===== config.mk =====
export PLATFORM = sky130hd
export DESIGN_NAME = dflash_page_ctrl
export DESIGN_NICKNAME = d
export VERILOG_FILES = /design/src/rtl/dfpc_pkg.sv /design/src/rtl/dfpc_sfr_bank.sv /design/src/rtl/dfpc_read_path.sv /design/src/rtl/dfpc_isp_path.sv /design/src/rtl/dflash_page_ctrl.sv
export SDC_FILE = /design/constraint.sdc
export NUM_CORES = 1
export LEC_CHECK = 0
export CAP_MARGIN = 30
export CORE_MARGIN = 2
export CORE_UTILIZATION = 33
export DETAILED_ROUTE_END_ITERATION = 16
export PLACE_DENSITY_LB_ADDON = 0.08
export SYNTH_ARGS = -nofsm -noshare
export SYNTH_HDL_FRONTEND = slang
export SYNTH_SLANG_ARGS = --single-unit
export TNS_END_PERCENT = 30

===== constraint.sdc =====
create_clock -name clk -period 3.22 [get_ports clk]
set_input_delay 0.966 -clock clk [delete_from_list [all_inputs] [get_ports clk]]
set_output_delay 0.966 -clock clk [all_outputs]
set_load 0.03 [all_outputs]

===== src/rtl/dfpc_pkg.sv =====
package dfpc_pkg;
  typedef enum logic [1:0] {
    ISP_PROG       = 2'd0,
    ISP_PAGE_ERASE = 2'd1,
    ISP_CHIP_ERASE = 2'd2,
    ISP_PROTECT    = 2'd3
  } isp_op_e;
endpackage


===== src/rtl/dfpc_sfr_bank.sv =====
module dfpc_sfr_bank #(
  parameter int DATA_W   = 8,
  parameter int PAGE_SEL = 8'h85,
  parameter int CTRL_SEL = 8'hF7,
  parameter int FAU_BIT  = 0
) (
  input  logic              clk,
  input  logic              rst_n,
  input  logic              we,
  input  logic [7:0]        addr,
  input  logic [DATA_W-1:0] wdata,
  output logic [DATA_W-1:0] rdata,
  output logic [DATA_W-1:0] page_o,
  output logic              fau_o
);
  logic [DATA_W-1:0] page_q, ctrl_q;

  always_ff @(posedge clk) begin
    if (!rst_n) begin
      page_q <= '0;
      ctrl_q <= '0;
    end else if (we) begin
      if (addr == 8'(PAGE_SEL)) page_q <= wdata;
      if (addr == 8'(CTRL_SEL)) ctrl_q <= wdata;
    end
  end

  always_comb begin
    rdata = '0;
    if (addr == 8'(PAGE_SEL))      rdata = page_q;
    else if (addr == 8'(CTRL_SEL)) rdata = ctrl_q;
  end

  assign page_o = page_q;
  assign fau_o  = ctrl_q[FAU_BIT];

  AST_PAGE_LOAD: assert property (@(posedge clk) disable iff (!rst_n)
    (we && addr == 8'(PAGE_SEL)) |=> page_q == $past(wdata));
  AST_PAGE_KEEP: assert property (@(posedge clk) disable iff (!rst_n)
    !(we && addr == 8'(PAGE_SEL)) |=> $stable(page_q));
  AST_CTRL_LOAD: assert property (@(posedge clk) disable iff (!rst_n)
    (we && addr == 8'(CTRL_SEL)) |=> ctrl_q == $past(wdata));
endmodule


===== src/rtl/dfpc_read_path.sv =====
module dfpc_read_path #(
  parameter int DATA_W = 8,
  localparam int PTR_W = 2 * DATA_W,
  localparam int FA_W  = PTR_W + 1
) (
  input  logic              clk,
  input  logic              rst_n,
  input  logic              req_valid,
  output logic              req_ready,
  input  logic              req_write,
  input  logic              req_paged,
  input  logic [PTR_W-1:0]  dptr,
  input  logic [DATA_W-1:0] idx,
  input  logic [DATA_W-1:0] page,
  input  logic              prot,
  output logic              rsp_valid,
  input  logic              rsp_ready,
  output logic [DATA_W-1:0] rsp_data,
  output logic              rd_en,
  output logic [FA_W-1:0]   rd_addr,
  input  logic [DATA_W-1:0] rd_data
);
  logic accept;
  logic [PTR_W-1:0] offset;

  assign req_ready = !rsp_valid || rsp_ready;
  assign accept    = req_valid && req_ready;
  assign rd_en     = accept && !req_write;
  assign offset    = req_paged ? {page, idx} : dptr;
  assign rd_addr   = {1'b1, offset};

  always_ff @(posedge clk) begin
    if (!rst_n) begin
      rsp_valid <= 1'b0;
      rsp_data  <= '0;
    end else if (rd_en) begin
      rsp_valid <= 1'b1;
      rsp_data  <= prot ? '0 : rd_data;
    end else if (rsp_ready) begin
      rsp_valid <= 1'b0;
    end
  end

  AST_RD_TOP_BIT: assert property (@(posedge clk) disable iff (!rst_n)
    rd_en |-> rd_addr[FA_W-1]);
  AST_RD_LATENCY: assert property (@(posedge clk) disable iff (!rst_n)
    rd_en |=> rsp_valid);
  AST_WR_SILENT: assert property (@(posedge clk) disable iff (!rst_n)
    (req_valid && req_ready && req_write) |=> !rsp_valid);
  AST_PROT_ZERO: assert property (@(posedge clk) disable iff (!rst_n)
    (rd_en && prot) |=> rsp_data == '0);
  AST_RSP_HOLD: assert property (@(posedge clk) disable iff (!rst_n)
    (rsp_valid && !rsp_ready) |=> rsp_valid && $stable(rsp_data));
endmodule


===== src/rtl/dfpc_isp_path.sv =====
module dfpc_isp_path
  import dfpc_pkg::*;
#(
  parameter int DATA_W = 8,
  localparam int PTR_W = 2 * DATA_W,
  localparam int FA_W  = PTR_W + 1
) (
  input  logic              clk,
  input  logic              rst_n,
  input  logic              go,
  input  logic [1:0]        op,
  input  logic [PTR_W-1:0]  addr,
  input  logic [DATA_W-1:0] wdata,
  input  logic              fau,
  output logic              cmd_valid,
  output logic [1:0]        cmd_op,
  output logic [FA_W-1:0]   cmd_addr,
  output logic [DATA_W-1:0] cmd_data,
  output logic              prot_o
);
  isp_op_e op_e;
  logic    addr_cmd;
  logic    prot_q;

  assign op_e     = isp_op_e'(op);
  assign addr_cmd = (op_e == ISP_PROG) || (op_e == ISP_PAGE_ERASE);

  assign cmd_valid = go;
  assign cmd_op    = op;
  assign cmd_addr  = addr_cmd ? {fau, addr} : '0;
  assign cmd_data  = (op_e == ISP_PROG) ? wdata : '0;

  always_ff @(posedge clk) begin
    if (!rst_n)                             prot_q <= 1'b0;
    else if (go && op_e == ISP_PROTECT)     prot_q <= 1'b1;
    else if (go && op_e == ISP_CHIP_ERASE)  prot_q <= 1'b0;
  end

  assign prot_o = prot_q;

  AST_PROT_SET: assert property (@(posedge clk) disable iff (!rst_n)
    (go && op_e == ISP_PROTECT) |=> prot_q);
  AST_PROT_STICKY: assert property (@(posedge clk) disable iff (!rst_n)
    (prot_q && !(go && op_e == ISP_CHIP_ERASE)) |=> prot_q);
  AST_FA16_SRC: assert property (@(posedge clk) disable iff (!rst_n)
    (cmd_valid && addr_cmd) |-> cmd_addr[FA_W-1] == fau);
endmodule


===== src/rtl/dflash_page_ctrl.sv =====
module dflash_page_ctrl #(
  parameter int DATA_W   = 8,
  parameter int PAGE_SEL = 8'h85,
  parameter int CTRL_SEL = 8'hF7,
  parameter int FAU_BIT  = 0,
  localparam int PTR_W   = 2 * DATA_W,
  localparam int FA_W    = PTR_W + 1
) (
  input  logic              clk,
  input  logic              rst_n,
  input  logic              cpu_req_valid,
  output logic              cpu_req_ready,
  input  logic              cpu_req_write,
  input  logic              cpu_req_paged,
  input  logic [PTR_W-1:0]  cpu_dptr,
  input  logic [DATA_W-1:0] cpu_idx,
  output logic              cpu_rsp_valid,
  input  logic              cpu_rsp_ready,
  output logic [DATA_W-1:0] cpu_rsp_data,
  input  logic              sfr_we,
  input  logic [7:0]        sfr_addr,
  input  logic [DATA_W-1:0] sfr_wdata,
  output logic [DATA_W-1:0] sfr_rdata,
  input  logic              isp_go,
  input  logic [1:0]        isp_op,
  input  logic [PTR_W-1:0]  isp_addr,
  input  logic [DATA_W-1:0] isp_wdata,
  output logic              fl_rd_en,
  output logic [FA_W-1:0]   fl_rd_addr,
  input  logic [DATA_W-1:0] fl_rd_data,
  output logic              fl_cmd_valid,
  output logic [1:0]        fl_cmd_op,
  output logic [FA_W-1:0]   fl_cmd_addr,
  output logic [DATA_W-1:0] fl_cmd_data
);
  logic [DATA_W-1:0] page;
  logic              fau;
  logic              prot;

  dfpc_sfr_bank #(
    .DATA_W(DATA_W), .PAGE_SEL(PAGE_SEL), .CTRL_SEL(CTRL_SEL), .FAU_BIT(FAU_BIT)
  ) u_sfr (
    .clk(clk), .rst_n(rst_n), .we(sfr_we), .addr(sfr_addr), .wdata(sfr_wdata),
    .rdata(sfr_rdata), .page_o(page), .fau_o(fau)
  );

  dfpc_read_path #(.DATA_W(DATA_W)) u_rd (
    .clk(clk), .rst_n(rst_n),
    .req_valid(cpu_req_valid), .req_ready(cpu_req_ready),
    .req_write(cpu_req_write), .req_paged(cpu_req_paged),
    .dptr(cpu_dptr), .idx(cpu_idx), .page(page), .prot(prot),
    .rsp_valid(cpu_rsp_valid), .rsp_ready(cpu_rsp_ready), .rsp_data(cpu_rsp_data),
    .rd_en(fl_rd_en), .rd_addr(fl_rd_addr), .rd_data(fl_rd_data)
  );

  dfpc_isp_path #(.DATA_W(DATA_W)) u_isp (
    .clk(clk), .rst_n(rst_n), .go(isp_go), .op(isp_op), .addr(isp_addr),
    .wdata(isp_wdata), .fau(fau),
    .cmd_valid(fl_cmd_valid), .cmd_op(fl_cmd_op), .cmd_addr(fl_cmd_addr),
    .cmd_data(fl_cmd_data), .prot_o(prot)
  );

  AST_WR_NO_CMD: assert property (@(posedge clk) disable iff (!rst_n)
    (cpu_req_valid && cpu_req_write && !isp_go) |-> !fl_cmd_valid && !fl_rd_en);
  AST_CMD_FOLLOW: assert property (@(posedge clk) disable iff (!rst_n)
    isp_go |-> fl_cmd_valid && fl_cmd_op == isp_op);
  AST_RESET_IDLE: assert property (@(posedge clk)
    $past(!rst_n) |-> !cpu_rsp_valid);
endmodule


==> metrics.txt <==
Power Internal 0.0006606 W; highest achievable clock rate 310.5 MHz; Slew Limit Headroom 0.6231; GRT overflow 0; number of buffers created by CTS 3; DR DRC count 0; post-layout min period 3220 ps; worst setup skew after layout 11.11 ps; power density normalized to cell area 294.7 nW/µm²; number of flip-flops and latches in the synthesized netlist 26; maximum level of the CTS H-tree 1; endpoint arrival time on the critical path 2250 ps; CTS Root Buffer Type sky130_fd_sc_hd__clkbuf_8; row count 25; fraction of final layout cells with drive strength greater than 1 0.2730; ant diodes 0; maximum ir drop on the vdd rail 0.1809 mV; initial standard-cell utilization of the core 0.3379; WL/cell 14.06 µm; element type at the critical path start primary input; clock-pin transition on the worst setup and hold timing paths 100 ps; detailed-placement wirelength estimate 4193 µm; TritonCTS clock tree built; Die Y 73.31 µm; gpl congestion 0.7498; Routed WL 5342 µm; number of synthesis warnings 0; number of nets in the finished design 409; unrepaired setup endpoints after global routing yes; core region area 4692 µm²; result of the run complete, but fails checks; Setup CP Type primary input to output pin; violated checks setup timing; global-route wire length before repair 8273 µm; Post-Place Setup Slack -330.8 ps; number of cells in the design after placement 374; share of the cycle needed by the critical path after routing 1.000; number of routed nets with antenna violations 0; number of pins exceeding their max-slew limit in the final report 0; number of vias after detailed routing 1815; CP Max Fanout 16; transition at the pin with the smallest max-transition slack 564.2 ps; worst endpoint required time 2250 ps; total net switching power 0.0002486 W; total routing resource utilization after global routing 0.1948; Maximum Capacitance Violations 0; die area 5374 µm²; Layout Cells excl Fill 380; die width 73.31 µm; Via density 4.776; type of the most critical hold path flop to flop; critical path cell sequence clkdlybuf4s50_1, buf_12, mux2_2, clkdlybuf4s15_2; setup violation total in the final timing report 2; top-level I/O count 146; mean area per synthesized cell 8.758 µm²; number of distinct library cells after synthesis 23; detailed-routing iteration count for the pre-antenna-repair pass 4; Buffers on Ports 144; maximum clock path buffer count 2; Slowest cell on crit path sky130_fd_sc_hd__clkdlybuf4s50_1; pin count of the biggest net entering global routing 35; post-synthesis cell area 1585 µm²; critical path endpoint category output pin; sequential fraction of the synthesis area 0.3283; net count after synthesis 263; synthesized instance count 181; worst setup slack after layout -0.2316 ps; total power of the final layout 0.0009093 W; via count of the first global-routing pass 1849; cell leakage power 1.337 nW; clock power share 0.296; relative contribution of combinational cells to total power 0.340; sequential power share 0.364; DRC marker count from the first detailed-route iteration 78; Syn-to-layout area delta 94.63%; Sw Ratio 0.2734; Hold Vio Cnt, Final 0; Worst path max stage delay 510 ps; clock tree sinks 26; later-pin clock latency in the skew report 270 ps; antenna violations before repair 0
==> critical path, delay by kind of cell <==
kind / cells / cell delay, ps
buf+inv: 3 / 950
mux: 1 / 330
==> final timing paths <==
| check | slack, ps | startpoint | to | depth (start not counted) |
|---|---|---|---|---|
| worst min register to register | 470 | u_sfr.ctrl_q[7] | u_sfr.ctrl_q[7] | 2 |
| worst min-delay path | 470 | u_sfr.ctrl_q[7] | u_sfr.ctrl_q[7] | 2 |
| worst max-delay path | -0.2 | cpu_req_paged | fl_rd_addr[7] | 4 |
| worst max register to register | 2090 | u_rd.rsp_valid | u_rd.rsp_data[1] | 5 |
==> repair_timing <==
item	CTS	global route
hold buffers	0	0
setup buffers	1	0
endpoints found under the hold margin	0	0
gates cloned	1	0
endpoints found under the setup margin	24	17
resized for setup	66	8
pin swaps	2	1
==> final cells by class <==
type                            count  area (µm²)
Inverter                            1       3.754
Sequential cell                    26       520.5
Timing Repair Buffer              157        1439
Multi-Input combinational cell    138       983.4
Clock buffer                        3       41.29
Fill cell                         405        1607
Tap cell                           54       67.56
Clock inverter                      1       30.03
==> power by group through the flow <==
| stage | Sequential, W | Combinational, W | Clock (W) |
|---|---|---|---|
| floorplan | 0.000348 | 0.000131 | 0 |
| global placement | 0.000338 | 0.000317 | 0 |
| detailed placement | 0.000339 | 0.000320 | 0 |
| CTS | 0.000331 | 0.000314 | 0.000277 |
| global route | 0.000332 | 0.000327 | 0.000286 |
| finish | 0.000331 | 0.000309 | 0.000269 |
==> sequential cells by signal, summed over array words and instances, names as in the netlist <==
| signal | cells |
|---|---|
| u_rd.rsp_valid | 1 |
| u_sfr.ctrl_q | 8 |
| u_rd.rsp_data | 8 |
| u_sfr.page_o | 8 |
| u_isp.prot_o | 1 |
==> metal layers <==
metal | global-route usage | part of all wire | up-vias | wire, µm
met4 | 0.05657 | 0.019 | 0 | 99
met1 | 0.2262 | 0.39 | 803 | 2095
li1 | - | - | 913 | -
met2 | 0.3463 | 0.49 | 91 | 2639
met3 | 0.05624 | 0.095 | 8 | 507
met5 | 0 | 0 | - | 0
==> kinds of logic (layout without fill, tap and decap cells) <==
| group | count (synthesis) | count (layout) | synth area share |
|---|---|---|---|
| buf+inv | 17 | 162 | 0.05209 |
| simple gates | 79 | 79 | 0.2920 |
| other cells | 1 | 1 | 0.002366 |
| flops | 26 | 26 | 0.3283 |
| compound gates | 26 | 26 | 0.1105 |
| mux | 32 | 32 | 0.2147 |
==> placed cells by master, fill, tap and decap left out, types with 2 or more instances in the layout <==
master                            count
sky130_fd_sc_hd__buf_4               46
sky130_fd_sc_hd__dlygate4sd2_1        4
sky130_fd_sc_hd__clkbuf_8             3
sky130_fd_sc_hd__dfxtp_1             26
sky130_fd_sc_hd__mux2_2              16
sky130_fd_sc_hd__and2_1               8
sky130_fd_sc_hd__buf_12               2
sky130_fd_sc_hd__nand4b_1             9
sky130_fd_sc_hd__a22oi_1              8
sky130_fd_sc_hd__a21boi_0            10
sky130_fd_sc_hd__buf_2                9
sky130_fd_sc_hd__nand2_1             26
sky130_fd_sc_hd__nor2_1              10
sky130_fd_sc_hd__clkdlybuf4s15_2      7
sky130_fd_sc_hd__clkdlybuf4s50_1     87
sky130_fd_sc_hd__o21ai_0              8
sky130_fd_sc_hd__nor2b_1             19
sky130_fd_sc_hd__mux2i_1             16
==> cells in the mapped netlist <==
cell	n	area, µm²
sky130_fd_sc_hd__and4b_1	1	10.01
sky130_fd_sc_hd__nand2_1	26	97.59
sky130_fd_sc_hd__nor2b_1	19	118.9
sky130_fd_sc_hd__buf_4	4	30.03
sky130_fd_sc_hd__nand3_4	1	17.52
sky130_fd_sc_hd__nor4_4	1	21.27
sky130_fd_sc_hd__nand2b_1	1	6.260
sky130_fd_sc_hd__mux2_2	16	180.2
sky130_fd_sc_hd__a22oi_1	8	60.06
sky130_fd_sc_hd__dfxtp_1	26	520.5
sky130_fd_sc_hd__clkinv_1	1	3.750
sky130_fd_sc_hd__buf_2	3	15.01
sky130_fd_sc_hd__mux2i_1	16	160.2
sky130_fd_sc_hd__clkbuf_1	9	33.78
sky130_fd_sc_hd__and2_1	8	50.05
sky130_fd_sc_hd__nor2_1	10	37.54
sky130_fd_sc_hd__a21boi_0	10	75.07
sky130_fd_sc_hd__nand4b_1	9	78.83
sky130_fd_sc_hd__conb_1	1	3.750
sky130_fd_sc_hd__nand3_1	1	5.000
sky130_fd_sc_hd__o21ai_0	8	40.04
sky130_fd_sc_hd__nand3_2	1	10.01
sky130_fd_sc_hd__and4_2	1	10.01
==> metrics by stage <==
| step | hold slack (ps) | cell area (µm²) | util | setup TNS [ps] |
|---|---|---|---|---|
| final | 471.6 | 3085 | 0.6576 | -0.2973 |
| after global routing | 496.9 | 3085 | 0.6576 | -301.1 |
| after CTS | 468.5 | 3099 | 0.6605 | -61.42 |
| after detailed placement | 454.2 | 3033 | 0.6464 | -5229 |
| after global placement | 444.9 | 3033 | 0.6464 | -5108 |
| after floorplan | 438.6 | 1585 | - | 0 |
Note: power is estimated with default switching activity, not from simulation.
